## config.mk

```make
export PLATFORM = sky130hd
export DESIGN_NAME = lane_store
export DESIGN_NICKNAME = d
export VERILOG_FILES = /design/src/rtl/lane_pkg.sv /design/src/rtl/lane_ea.sv /design/src/rtl/lane_regfile.sv /design/src/rtl/lane_dmem.sv /design/src/rtl/lane_store.sv
export SDC_FILE = /design/constraint.sdc
export NUM_CORES = 1
export LEC_CHECK = 0
export ABC_AREA = 0
export BUFFER_PORTS_ARGS = -buffer_cell sky130_fd_sc_hd__buf_2
export CORE_AREA = 5 5 268 205
export DETAILED_ROUTE_END_ITERATION = 12
export DIE_AREA = 0 0 273 210
export GPL_TIMING_DRIVEN = 0
export PLACE_DENSITY_LB_ADDON = 0.12
export SLEW_MARGIN = 25
export SYNTH_ARGS = -nofsm -noshare
export SYNTH_HDL_FRONTEND = slang
export SYNTH_SLANG_ARGS = --single-unit
```

## constraint.sdc

```tcl
create_clock -name clk -period 11.29 [get_ports clk]
set_clock_uncertainty 0.05 [all_clocks]
set_input_delay 1.129 -clock clk [delete_from_list [all_inputs] [get_ports clk]]
set_output_delay 1.129 -clock clk [all_outputs]
set_load 0.1 [all_outputs]
```

## src/rtl/lane_pkg.sv

```systemverilog
`timescale 1ns/1ps
package lane_pkg;
  parameter int unsigned NREG      = 8;
  parameter int unsigned WORD_W    = 16;
  parameter int unsigned BYTE_W    = 8;
  parameter int unsigned MEM_BYTES = 16;
  parameter int unsigned ADDR_W    = 20;
  parameter int unsigned BYTE_REGS = 4;

  typedef enum logic [1:0] {
    SRC_REG     = 2'd0,
    SRC_MEM_REG = 2'd1,
    SRC_MEM_IMM = 2'd2,
    SRC_BAD     = 2'd3
  } src_e;
endpackage

```

## src/rtl/lane_ea.sv

```systemverilog
`timescale 1ns/1ps
module lane_ea import lane_pkg::*; #(
  parameter int unsigned WW = WORD_W,
  parameter int unsigned AW = ADDR_W,
  parameter int unsigned MB = MEM_BYTES
) (
  input  src_e                   kind_i,
  input  logic [WW-1:0]          base_i,
  input  logic [AW-1:0]          imm_i,
  input  logic                   wide_i,
  output logic [$clog2(MB)-1:0]  ma_o,
  output logic                   ok_o
);
  localparam int unsigned MA = $clog2(MB);

  logic [AW-1:0] ea;

  always_comb begin
    if (kind_i == SRC_MEM_IMM) ea = imm_i;
    else                       ea = {{(AW-WW){1'b0}}, base_i};
    if (wide_i) ok_o = (ea < AW'(MB - 1));
    else        ok_o = (ea < AW'(MB));
    ma_o = ea[MA-1:0];
  end
endmodule

```

## src/rtl/lane_regfile.sv

```systemverilog
`timescale 1ns/1ps
module lane_regfile import lane_pkg::*; #(
  parameter int unsigned NR = NREG,
  parameter int unsigned WW = WORD_W,
  parameter int unsigned BW = BYTE_W
) (
  input  logic                      clk,
  input  logic                      rst_n,
  input  logic                      we_i,
  input  logic                      wide_i,
  input  logic [$clog2(NR)-1:0]     idx_i,
  input  logic [WW-1:0]             data_i,
  output logic [NR-1:0][WW-1:0]     regs_o
);
  localparam int unsigned IW = $clog2(NR);

  logic [WW-1:0] q [NR];
  logic [WW-1:0] d [NR];
  logic [NR-1:0] en;

  always_comb begin
    for (int i = 0; i < NR; i++) begin
      en[i] = we_i && (idx_i == IW'(i));
      d[i]  = wide_i ? data_i : {q[i][WW-1:BW], data_i[BW-1:0]};
    end
  end

  for (genvar g = 0; g < NR; g++) begin : g_reg
    always_ff @(posedge clk or negedge rst_n) begin
      if (!rst_n)     q[g] <= '0;
      else if (en[g]) q[g] <= d[g];
    end
    assign regs_o[g] = q[g];
  end

  AST_BYTE_HIGH_KEPT: assert property (@(posedge clk) disable iff (!rst_n)
    (we_i && !wide_i) |=> (q[$past(idx_i)][WW-1:BW] == $past(q[idx_i][WW-1:BW])))
    else $error("byte write altered high byte");
endmodule

```

## src/rtl/lane_dmem.sv

```systemverilog
`timescale 1ns/1ps
module lane_dmem import lane_pkg::*; #(
  parameter int unsigned MB = MEM_BYTES,
  parameter int unsigned BW = BYTE_W,
  parameter int unsigned WW = WORD_W
) (
  input  logic                      clk,
  input  logic                      rst_n,
  input  logic                      we_i,
  input  logic                      wide_i,
  input  logic [$clog2(MB)-1:0]     addr_i,
  input  logic [WW-1:0]             data_i,
  output logic [MB-1:0][BW-1:0]     mem_o
);
  localparam int unsigned MA = $clog2(MB);

  logic [BW-1:0] q [MB];
  logic [BW-1:0] d [MB];
  logic [MB-1:0] en;
  logic [MA-1:0] hi_addr;

  assign hi_addr = addr_i + MA'(1);

  always_comb begin
    for (int i = 0; i < MB; i++) begin
      en[i] = we_i && ((addr_i == MA'(i)) || (wide_i && (hi_addr == MA'(i))));
      d[i]  = (wide_i && (hi_addr == MA'(i))) ? data_i[2*BW-1:BW] : data_i[BW-1:0];
    end
  end

  for (genvar g = 0; g < MB; g++) begin : g_byte
    always_ff @(posedge clk or negedge rst_n) begin
      if (!rst_n)     q[g] <= '0;
      else if (en[g]) q[g] <= d[g];
    end
    assign mem_o[g] = q[g];
  end

  AST_WORD_LITTLE_END: assert property (@(posedge clk) disable iff (!rst_n)
    (we_i && wide_i) |=> ((q[$past(addr_i)] == $past(data_i[BW-1:0])) &&
                          (q[$past(hi_addr)] == $past(data_i[2*BW-1:BW]))))
    else $error("word write lane order wrong");

  AST_BYTE_NEIGHBOUR_KEPT: assert property (@(posedge clk) disable iff (!rst_n)
    (we_i && !wide_i && (addr_i != MA'(MB - 1))) |=> (q[$past(hi_addr)] == $past(q[hi_addr])))
    else $error("byte write touched next byte");
endmodule

```

## src/rtl/lane_store.sv

```systemverilog
`timescale 1ns/1ps
module lane_store import lane_pkg::*; #(
  parameter int unsigned NR = NREG,
  parameter int unsigned WW = WORD_W,
  parameter int unsigned BW = BYTE_W,
  parameter int unsigned MB = MEM_BYTES,
  parameter int unsigned AW = ADDR_W,
  parameter int unsigned NB = BYTE_REGS
) (
  input  logic                  clk,
  input  logic                  rst_n,
  input  logic [1:0]            rd_kind,
  input  logic [$clog2(NR)-1:0] rd_idx,
  input  logic                  rd_wide,
  input  logic [AW-1:0]         rd_addr,
  output logic [WW-1:0]         rd_data,
  output logic                  rd_err,
  input  logic                  wr_en,
  input  logic [1:0]            wr_kind,
  input  logic [$clog2(NR)-1:0] wr_idx,
  input  logic                  wr_wide,
  input  logic [AW-1:0]         wr_addr,
  input  logic [WW-1:0]         wr_data,
  output logic                  wr_err
);
  localparam int unsigned MA = $clog2(MB);

  // reset: asserted at once, released through two flops
  logic [1:0] rs_q;
  logic       rst_ni;
  always_ff @(posedge clk or negedge rst_n) begin
    if (!rst_n) rs_q <= '0;
    else        rs_q <= {rs_q[0], 1'b1};
  end
  assign rst_ni = rs_q[1];

  logic [NR-1:0][WW-1:0] regs;
  logic [MB-1:0][BW-1:0] mem;
  src_e                  rd_src, wr_src;
  logic [MA-1:0]         rd_ma, wr_ma, rd_ma_hi;
  logic                  rd_ok, wr_ok;
  logic                  rf_we, dm_we;

  assign rd_src   = src_e'(rd_kind);
  assign wr_src   = src_e'(wr_kind);
  assign rd_ma_hi = rd_ma + MA'(1);

  lane_ea #(.WW(WW), .AW(AW), .MB(MB)) u_rd_ea (
    .kind_i(rd_src), .base_i(regs[rd_idx]), .imm_i(rd_addr),
    .wide_i(rd_wide), .ma_o(rd_ma), .ok_o(rd_ok)
  );

  lane_ea #(.WW(WW), .AW(AW), .MB(MB)) u_wr_ea (
    .kind_i(wr_src), .base_i(regs[wr_idx]), .imm_i(wr_addr),
    .wide_i(wr_wide), .ma_o(wr_ma), .ok_o(wr_ok)
  );

  lane_regfile #(.NR(NR), .WW(WW), .BW(BW)) u_rf (
    .clk(clk), .rst_n(rst_ni), .we_i(rf_we), .wide_i(wr_wide),
    .idx_i(wr_idx), .data_i(wr_data), .regs_o(regs)
  );

  lane_dmem #(.MB(MB), .BW(BW), .WW(WW)) u_dm (
    .clk(clk), .rst_n(rst_ni), .we_i(dm_we), .wide_i(wr_wide),
    .addr_i(wr_ma), .data_i(wr_data), .mem_o(mem)
  );

  // operand read
  always_comb begin
    rd_data = '0;
    rd_err  = 1'b0;
    case (rd_src)
      SRC_REG: begin
        if (rd_wide)                  rd_data = regs[rd_idx];
        else if (int'(rd_idx) < NB)   rd_data = WW'(regs[rd_idx][BW-1:0]);
        else                          rd_err  = 1'b1;
      end
      SRC_MEM_REG, SRC_MEM_IMM: begin
        if (!rd_ok) rd_err = 1'b1;
        else begin
          rd_data[BW-1:0] = mem[rd_ma];
          if (rd_wide) rd_data[2*BW-1:BW] = mem[rd_ma_hi];
        end
      end
      default: rd_err = 1'b1;
    endcase
  end

  // writeback steering
  always_comb begin
    rf_we  = 1'b0;
    dm_we  = 1'b0;
    wr_err = 1'b0;
    if (wr_en) begin
      case (wr_src)
        SRC_REG: begin
          if (wr_wide || (int'(wr_idx) < NB)) rf_we  = 1'b1;
          else                                wr_err = 1'b1;
        end
        SRC_MEM_REG, SRC_MEM_IMM: begin
          if (wr_ok) dm_we  = 1'b1;
          else       wr_err = 1'b1;
        end
        default: wr_err = 1'b1;
      endcase
    end
  end

  AST_DROPPED_WRITE_INERT: assert property (@(posedge clk) disable iff (!rst_ni)
    wr_err |=> ((regs == $past(regs)) && (mem == $past(mem))))
    else $error("rejected write changed storage");
endmodule

```

==> impl_metrics.env, run 1 <==
export IMPL_status="finished, final reports clean"
export IMPL_antenna_left=0
export IMPL_rsz0062_at_grt="no"
export IMPL_start_util_pct=29.6
export IMPL_clk_path_buf_depth=3
export IMPL_cp_max_fo=10
export IMPL_htree_levels=1
export IMPL_cts_resized=0
export IMPL_slew_headroom_pct=22.1
export IMPL_numCtsBuffers=31
export IMPL_cp_start_kind="primary input"
export IMPL_route_vias_total=13100
export IMPL_setup_viol=0
export IMPL_clock_fmax_mhz=111
export IMPL_drive_gt1_share_pct=30.2
export IMPL_layout_nets=1501
export IMPL_avgSynthCellArea_sq_um=11.9
export IMPL_end_kind="output port"
export IMPL_syn_inst=1299
export IMPL_crit_arrival_ns=7.80
export IMPL_grt_max_degree=49
export IMPL_avgRoutedWirePerCell_um=31.7
export IMPL_die_h_um=210
export IMPL_hpwl_um=52800
export IMPL_hold_path_class="in2async"
export IMPL_power_per_cell_area_nw_per_um2=206
export IMPL_yosysWarnings=0
export IMPL_ir_drop_uv=133
export IMPL_dpl_instance_area_sq_um=16900
export IMPL_cp_required_ns=10.11
export IMPL_top_level_ports=89
export IMPL_max_cap_violations=0
export IMPL_hold_viol_final=0
export IMPL_via_per_inst=6.07
export IMPL_yosysSeqAreaShare_pct=41.9
export IMPL_cts_tree="built"
export IMPL_grt_first_pass_wirelength_um=98200
export IMPL_reg2regPathDepth=7
export IMPL_leakagePower_nw=7.47
export IMPL_setup_slack_ns=2.31
export IMPL_netlist_area_sq_um=15400
export IMPL_synthArstFlopShare_pct=100
export IMPL_core_sq_um=52200
export IMPL_antenna_found_initial=1
export IMPL_dieArea_sq_um=57300
export IMPL_worst_pin_slew_ns=1.17
export IMPL_portBuffers=83
export IMPL_cts_setup_buffers=0
export IMPL_slew_viol_final=0
export IMPL_area_delta_synth_final_pct=16.7
export IMPL_rows=73
export IMPL_synth_edff_count=0
export IMPL_grt_overflow_total=0
export IMPL_clock_latency_ns=0.60
export IMPL_fin_util_pct=34.5
export IMPL_drc_errors=0
export IMPL_grtUsageTotal_pct=23.4
export IMPL_place_congestion=0.923
export IMPL_hold_buffers=0
export IMPL_cts_root_buf="clkbuf_16"
export IMPL_clkSinkCount=258
export IMPL_wirelength_um=68300
export IMPL_chipWidth_um=273
export IMPL_min_period_over_period_pct=79.5
export IMPL_synth_ff_type="dfrtp_1"
export IMPL_drt_first_pass_iters=5
export IMPL_synth_nets=1377
export IMPL_ys_ff_latch=258
export IMPL_dp_slack_ns=2.52
export IMPL_drt_iter0_drc=1522
export IMPL_first_global_vias=13000
export IMPL_clk_pin_slew_ns=0.05
export IMPL_critPathKind="in2out"
export IMPL_antenna_diode_count=0
export IMPL_fin_area_sq_um=18000
export IMPL_yosysUniqueCellTypes=65
export IMPL_fin_crit_ns=8.98
[cells in the mapped netlist, drive strengths merged (14+ instances only)]
library cell | number | share of area, %
dfrtp | 258 | 42
mux2 | 143 | 10
o22ai | 128 | 5.2
a2bb2oi | 120 | 7.5
mux2i | 106 | 6.9
nand2 | 86 | 2.1
mux4 | 65 | 9.5
clkbuf | 62 | 1.5
buf | 45 | 1.8
a211oi | 39 | 2.8
nor2 | 27 | 0.72
nor4 | 27 | 1.2
nand3 | 23 | 0.78
a221oi | 17 | 0.97
inv | 14 | 0.34
o21ai | 14 | 0.53
[cell type report]
cell class | instances | area [sq um]
fillers | 5182 | 34200
repair buffers | 91 | 572
well taps | 712 | 891
clock buffers | 43 | 881
multi-input cells | 918 | 8430
flip-flops and latches | 258 | 6460
plain buffers | 107 | 510
inverters | 16 | 60.1
clock inverters | 12 | 198
[report_power, final]
| part | internal, mW | switching (mW) |
|---|---|---|
| combinational | 0.543 | 0.635 |
| clock | 0.654 | 0.435 |
| sequential | 1.18 | 0.261 |
| total | 2.37 | 1.33 |
[final timing paths]
kind                                               from                      endpoint  slack [ns]
max                                          rd_kind[0]                   rd_data[10]        2.31
min reg2reg                           rs_q[1]$_DFF_PN0_  u_rf.regs_o[109]$_DFFE_PN0P_        0.30
min                                               rst_n             rs_q[1]$_DFF_PN0_        0.26
max reg2reg                u_rf.regs_o[113]$_DFFE_PN0P_    u_dm.mem_o[15]$_DFFE_PN0P_        7.27
max in group asynchronous             rs_q[1]$_DFF_PN0_    u_dm.mem_o[66]$_DFFE_PN0P_        9.62
min in group clk                      rs_q[0]$_DFF_PN0_             rs_q[1]$_DFF_PN0_        0.30
[flip-flops by register name (all words and copies together), names as in the netlist]
signal,cells
rs_q,2
u_rf.regs_o,128
u_dm.mem_o,128
[cells in the final DEF, fill, tap and decap left out, drive strengths merged, types with 39 or more instances in the layout]
cell type and count:
o22ai 128, buf 136, mux4 65, a2bb2oi 120, mux2 143, nand2 86, clkbuf 105, mux2i 106
a211oi 39, dfrtp 258
[per-layer routing]
metal	track usage (%)	wire, um	vias to the layer above
met5	0	0	-
met4	4.89	1650	0
met3	6.19	6320	106
li1	-	-	5446
met1	37.3	33500	6866
met2	31.4	26800	680
[metrics by stage]
stage / instances / hold WS, ns / power (mW) / TNS [ns]
3_5_place_dp: 2102 / 0.289 / 2.59 / 0
6_report: 2157 / 0.257 / 3.70 / 0
5_1_grt: 2157 / 0.242 / 3.85 / 0
4_1_cts: 2157 / 0.234 / 3.69 / 0
2_1_floorplan: 1299 / 0.281 / 2.16 / 0
3_3_place_gp: 2094 / 0.286 / 2.58 / -68.51
[worst max-delay path, stage by stage]
cell	delay, ns
buf_2	0.11
inv_1	0.17
ha_1	0.29
clkbuf_1	0.61
o21a_1	0.31
clkbuf_1	0.53
clkinv_1	0.35
buf_2	0.34
buf_1	0.32
ha_1	0.57
clkbuf_1	0.66
buf_1	0.90
mux2i_1	0.33
mux2i_1	0.24
o211ai_1	0.41
buf_2	0.50
[cells by family (layout without fill, tap and decap cells)]
group / after synthesis / after routing / share of synthesized area [%]
AOI/OAI and AO/OA: 363 / 363 / 19.2
and+or+nand+nor: 232 / 232 / 7.73
xor gates and xnor gates: 1 / 1 / 0.0568
DFF: 258 / 258 / 41.9
muxes: 314 / 314 / 26.9
other: 1 / 1 / 0.0243
adders and majority gates: 7 / 7 / 0.568
buffers and inverters: 123 / 269 / 3.69
Note: power is estimated with default switching activity, not from simulation.
==> inputs of run 2 (changes only) <==
==> constraint.sdc (replaced) <==
create_clock -name clk -period 7.9 [get_ports clk]
set_clock_uncertainty 0.05 [all_clocks]
set_input_delay 0.79 -clock clk [delete_from_list [all_inputs] [get_ports clk]]
set_output_delay 0.79 -clock clk [all_outputs]
set_load 0.1 [all_outputs]
==> run 2 against run 1 <==
Sequential power rose by 43%. Utilization barely moved. Routed wire length rose by 0.12%. First-iteration DRC count decreased by 2.1%. Critical path depth did not move. Combinational power is 42% higher. Non-clock buffer count grew 1. Final area grew 0.10%. Die area unchanged. Sequential share of layout area about the same. Register-to-register slack got worse by 3.4 ns. Global-route usage barely moved.
==> impl_metrics.env, run 2 (synthesis results as in run 1) <==
export IMPL_status="finished, final reports clean"
export IMPL_antenna_found_initial=1
export IMPL_drc_errors=0
export IMPL_seqCellArea_sq_um=6460
export IMPL_leakagePower_nw=7.48
export IMPL_cp_max_fo=10
export IMPL_multi_input_area_sq_um=8430
export IMPL_setup_viol=0
export IMPL_worst_pin_slew_ns=1.14
export IMPL_grt_overflow_total=0
export IMPL_cts_setup_buffers=0
export IMPL_power_per_cell_area_nw_per_um2=294
export IMPL_p_int_mw=3.39
export IMPL_critPathKind="in2out"
export IMPL_cp_start_kind="primary input"
export IMPL_htree_levels=1
export IMPL_cp_required_ns=7.06
export IMPL_clock_latency_ns=0.60
export IMPL_rows=73
export IMPL_portBuffers=83
export IMPL_grtUsageTotal_pct=23.4
export IMPL_end_kind="output port"
export IMPL_place_congestion=0.923
export IMPL_clkSinkCount=258
export IMPL_grt_first_pass_wirelength_um=98200
export IMPL_grt_max_degree=49
export IMPL_crit_arrival_ns=6.82
export IMPL_hpwl_um=52800
export IMPL_min_period_over_period_pct=97.0
export IMPL_final_cell_mix="dfrtp_1 (257), mux2_2 (143), o22ai_1 (128), buf_2 (109)"
export IMPL_slew_viol_final=0
export IMPL_avgRoutedWirePerCell_um=31.7
export IMPL_drt_iter0_drc=1490
export IMPL_max_cap_violations=0
export IMPL_drt_first_pass_iters=5
export IMPL_dieArea_sq_um=57300
export IMPL_top_level_ports=89
export IMPL_antenna_diode_count=0
export IMPL_antenna_left=0
export IMPL_hold_path_class="reg2async"
export IMPL_nFillCells=5180
export IMPL_setup_tns_ns=0
export IMPL_cts_tree="built"
export IMPL_drive_gt1_share_pct=30.4
export IMPL_hold_viol_final=0
export IMPL_first_global_vias=13000
export IMPL_start_util_pct=29.6
export IMPL_clk_path_buf_depth=3
export IMPL_switchingPower_mw=1.90
export IMPL_p_sw_share_pct=36.0
export IMPL_power_mw=5.30
export IMPL_via_per_inst=6.09
export IMPL_chipWidth_um=273
export IMPL_ir_drop_uv=191
export IMPL_numCtsBuffers=31
export IMPL_regToRegSetupSlack_ns=3.82
export IMPL_core_sq_um=52200
export IMPL_clk_pin_slew_ns=0.06
export IMPL_p_seq_share_pct=38.8
export IMPL_route_vias_total=13100
export IMPL_die_h_um=210
export IMPL_p_clk_share_pct=29.4
export IMPL_slew_headroom_pct=24.1
export IMPL_final_common_cell="dfrtp_1"
export IMPL_clock_fmax_mhz=131
export IMPL_wirelength_um=68400
export IMPL_whs_ns=0.299
export IMPL_cts_root_buf="clkbuf_16"
export IMPL_area_delta_synth_final_pct=16.9
export IMPL_dpl_instance_area_sq_um=16900
export IMPL_fin_crit_ns=7.66
export IMPL_layout_nets=1502
export IMPL_rsz0062_at_grt="no"
export IMPL_comb_power_share_pct=31.8
export IMPL_fin_area_sq_um=18000
run 2: cell types whose count changed in the layout (fill, tap and decap cells not counted), sizes merged:
| cell | previous run | this run |
|---|---|---|
| clkdlybuf4s15 | 0 | 1 |
| buf | 136 | 135 |
| dlygate4sd3 | 0 | 1 |
run 2: metrics by stage:
| step | cells | util (%) | setup slack [ns] |
|---|---|---|---|
| after floorplan | 1299 | - | 0.128 |
| after global placement | 2094 | 32.1 | -3.71 |
| after detailed placement | 2102 | 32.4 | -0.188 |
| after CTS | 2158 | 34.5 | 0.0748 |
| after global routing | 2158 | 34.5 | 0.0874 |
| final | 2158 | 34.5 | 0.239 |
run 2: cell type report:
class / count / share of cell area [%]
buffer: 107 / 2.88
clock buffer: 43 / 4.89
clock inverter: 12 / 1.10
inverter: 16 / 0.333
multi-input combinational: 918 / 46.8
sequential: 258 / 35.9
tap: 712 / 4.94
timing repair buffer: 92 / 3.23
run 2: path summary, 6_finish.rpt:
kind | from | cells after the start | to
worst min register to register | rs_q[1]$_DFF_PN0_ | 0 | u_rf.regs_o[109]$_DFFE_PN0P_
worst max-delay path | rd_kind[0] | 16 | rd_data[12]
worst min-delay path | rs_q[1]$_DFF_PN0_ | 0 | u_rf.regs_o[109]$_DFFE_PN0P_
min in group clk | rs_q[0]$_DFF_PN0_ | 0 | rs_q[1]$_DFF_PN0_
worst max register to register | u_rf.regs_o[113]$_DFFE_PN0P_ | 7 | u_dm.mem_o[15]$_DFFE_PN0P_
max in group asynchronous | rs_q[1]$_DFF_PN0_ | 3 | u_dm.mem_o[74]$_DFFE_PN0P_
run 2: repair_timing:
action,in CTS,in global routing
hold buffers,1,0
hold endpoints to repair,2,0
endpoints found under the setup margin,5,6
resized for setup,2,2
pin swaps,0,0
run 2: power by group through the flow:
stage | sequential, mW | combinational [mW] | clock, mW
6_report | 2.06 | 1.68 | 1.56
5_1_grt | 2.09 | 1.78 | 1.63
2_1_floorplan | 1.91 | 1.18 | 0
3_3_place_gp | 2.09 | 1.60 | 0
4_1_cts | 2.04 | 1.65 | 1.58
3_5_place_dp | 2.06 | 1.64 | 0
run 2: worst max-delay path, cell delays in order:
cell and delay, ns:
buf_2 0.11, inv_1 0.17, ha_1 0.29, clkbuf_1 0.59, o21a_1 0.30, clkbuf_1 0.53
clkinv_1 0.35, buf_2 0.34, buf_1 0.32, ha_1 0.57, clkbuf_2 0.41, clkdlybuf4s15_2 0.60
mux4_2 0.39, mux2i_1 0.42, o211ai_1 0.25, buf_2 0.35
run 2: metal layers:
layer  vias to the layer above  GRT usage (%)  share of wire (%)
li1                       5438              -                  -
met2                       646           31.4                 39
met5                         -              0                  0
met4                         0           4.89                2.2
met3                        92           6.19                9.2
met1                      6960           37.3                 49
==> inputs of run 3 (changes only) <==
--- a/config.mk
+++ b/config.mk
@@ -8,10 +8,10 @@
 export ABC_AREA = 0
 export BUFFER_PORTS_ARGS = -buffer_cell sky130_fd_sc_hd__buf_2
 export CORE_AREA = 5 5 268 205
+export CTS_BUF_LIST = sky130_fd_sc_hd__clkbuf_8
 export DETAILED_ROUTE_END_ITERATION = 12
 export DIE_AREA = 0 0 273 210
 export GPL_TIMING_DRIVEN = 0
-export PLACE_DENSITY_LB_ADDON = 0.12
 export SLEW_MARGIN = 25
 export SYNTH_ARGS = -nofsm -noshare
 export SYNTH_HDL_FRONTEND = slang
==> constraint.sdc (replaced) <==
create_clock -name clk -period 9.1 [get_ports clk]
set_clock_uncertainty 0.05 [all_clocks]
set_input_delay 0.91 -clock clk [delete_from_list [all_inputs] [get_ports clk]]
set_output_delay 0.91 -clock clk [all_outputs]
set_load 0.1 [all_outputs]
==> run 3 against run 2 <==
Final cell count rose by 1.2%. Global-route usage is 2.2 points lower. Largest power group unchanged. Largest cell class unchanged. Sequential share of layout area grew 0.25 points.
==> impl_metrics.env, run 3 (synthesis results as in run 1) <==
export IMPL_setup_viol=0
export IMPL_slew_headroom_pct=21.8
export IMPL_hold_path_class="reg2async"
export IMPL_regToRegSetupSlack_ns=5.27
export IMPL_slew_viol_final=0
export IMPL_worstPathCellList="buf_2 > inv_1 > ha_1 > clkbuf_1 > o21a_1 > clkbuf_1 > clkinv_1 > buf_2 > buf_1 > ha_1 > clkbuf_1 > buf_1 > mux4_2 > mux2i_1 > o211ai_1 > buf_2"
export IMPL_r2r_start="u_rf.regs_o[114]$_DFFE_PN0P_"
export IMPL_cp_max_fo=10
export IMPL_core_sq_um=52200
export IMPL_wirelength_um=62900
export IMPL_min_period_over_period_pct=94.9
export IMPL_grt_first_pass_wirelength_um=91400
export IMPL_met1_length_um=27800
export IMPL_hpwl_um=48300
export IMPL_cpMaxStageDelayCell="buf_1"
export IMPL_end_kind="output port"
export IMPL_place_congestion=0.991
export IMPL_cp_start_kind="primary input"
export IMPL_numCtsBuffers=46
export IMPL_grtUsageTotal_pct=21.2
export IMPL_clk_pin_slew_ns=0.06
export IMPL_chipWidth_um=273
export IMPL_avgRoutedWirePerCell_um=28.8
export IMPL_drt_first_pass_iters=6
export IMPL_met3_length_um=8260
export IMPL_portBuffers=83
export IMPL_start_util_pct=29.6
export IMPL_layout_nets=1516
export IMPL_via_per_inst=6.14
export IMPL_antenna_left=0
export IMPL_route_vias_total=13400
export IMPL_hold_buffers=1
export IMPL_status="finished, final reports clean"
export IMPL_clk_path_buf_depth=3
export IMPL_cts_root_buf="clkbuf_8"
export IMPL_leakagePower_nw=7.47
export IMPL_drt_iter0_drc=2121
export IMPL_final_cell_mix="dfrtp_1 (257), mux2_2 (143), o22ai_1 (128), buf_2 (109)"
export IMPL_fin_util_pct=34.3
export IMPL_antenna_found_initial=5
export IMPL_area_delta_synth_final_pct=16.1
export IMPL_dieArea_sq_um=57300
export IMPL_worst_pin_slew_ns=1.17
export IMPL_clock_latency_ns=0.62
export IMPL_critPathKind="in2out"
export IMPL_ir_drop_uv=117
export IMPL_max_cap_violations=0
export IMPL_final_common_cell="dfrtp_1"
export IMPL_die_h_um=210
export IMPL_clkSinkCount=258
export IMPL_cts_tree="built"
export IMPL_setup_tns_ns=0
export IMPL_reg2regPathDepth=8
export IMPL_rsz0062_at_grt="no"
export IMPL_worstReg2RegEnd="u_dm.mem_o[33]$_DFFE_PN0P_"
export IMPL_dr_wl_met2_um=25400
export IMPL_hold_viol_final=0
export IMPL_whs_ns=0.142
export IMPL_grt_max_degree=52
export IMPL_nFillCells=5197
export IMPL_drive_gt1_share_pct=31.2
export IMPL_grt_overflow_total=0
export IMPL_fin_crit_ns=8.64
export IMPL_clock_fmax_mhz=116
export IMPL_cts_setup_buffers=0
export IMPL_top_layer="met5"
export IMPL_rows=73
export IMPL_power_per_cell_area_nw_per_um2=247
export IMPL_top_level_ports=89
export IMPL_drc_errors=0
export IMPL_cts_resized=0
export IMPL_first_global_vias=13100
export IMPL_crit_arrival_ns=7.68
export IMPL_max_stage_delay_ns=0.76
export IMPL_cp_required_ns=8.14
export IMPL_htree_levels=2
## run 3: cell types whose count changed in the layout (fill, tap and decap cells not counted), moves of 2 or more
| cell | delta |
|---|---|
| clkbuf_8 | +52 |
| inv_1 | +7 |
| inv_8 | +2 |
| clkbuf_16 | -31 |
| clkbuf_1 | -5 |
| clkinv_2 | +3 |
| bufinv_16 | -3 |
| diode_2 | +4 |
## run 3: how the worst max path moves through the flow
stage | startpoint | to | slack (ns) | cells past startpoint
floorplan | rs_q[1]$_DFF_PN0_ | u_dm.mem_o[0]$_DFFE_PN0P_ | 1.33 | 0
global placement | rs_q[1]$_DFF_PN0_ | u_dm.mem_o[68]$_DFFE_PN0P_ | -1.85 | 0
detailed placement | rd_kind[0] | rd_data[12] | 0.84 | 16
CTS | rd_kind[0] | rd_data[12] | 0.83 | 16
global route | rd_kind[0] | rd_data[12] | 0.36 | 16
finish | rd_kind[0] | rd_data[12] | 0.46 | 16
## run 3: area by class of cell
| class | instances | area [sq um] | share of cell area, % |
|---|---|---|---|
| Multi-Input combinational cell | 918 | 8420 | 47.1 |
| Sequential cell | 258 | 6460 | 36.1 |
| Tap cell | 712 | 891 | 4.98 |
| Clock buffer | 58 | 798 | 4.46 |
| Timing Repair Buffer | 91 | 582 | 3.25 |
| Buffer | 107 | 510 | 2.85 |
| Clock inverter | 20 | 163 | 0.909 |
| Inverter | 16 | 60.1 | 0.336 |
| Antenna cell | 4 | 10.0 | 0.0559 |
## run 3: per-stage QoR
| stage | cell area, sq um | worst slack [ns] | power [mW] | std cells |
|---|---|---|---|---|
| 2_1_floorplan | 15400 | 1.33 | 2.68 | 1299 |
| 3_3_place_gp | 16700 | -1.85 | 3.14 | 2094 |
| 3_5_place_dp | 16900 | 0.836 | 3.18 | 2101 |
| 4_1_cts | 17900 | 0.828 | 4.36 | 2180 |
| 5_1_grt | 17900 | 0.365 | 4.57 | 2181 |
| 6_report | 17900 | 0.463 | 4.41 | 2184 |
## run 3: power breakdown
group	switching (mW)	internal (mW)	total, mW
sequential	0.348	1.46	1.81
combinational	0.756	0.672	1.43
clock	0.543	0.634	1.18
## run 3: critical path: cells and delay by family
kind / cells / cell delay (ns)
mux: 2 / 0.53
fa+ha+maj: 2 / 0.83
buf+inv: 10 / 4.50
compound gates: 2 / 0.90
## run 3: metal layers
layer | GRT usage (%) | vias to the layer above
li1 | - | 5442
met1 | 32.1 | 6837
met2 | 29.0 | 1009
met3 | 7.08 | 114
met4 | 5.15 | 4
met5 | 0 | -
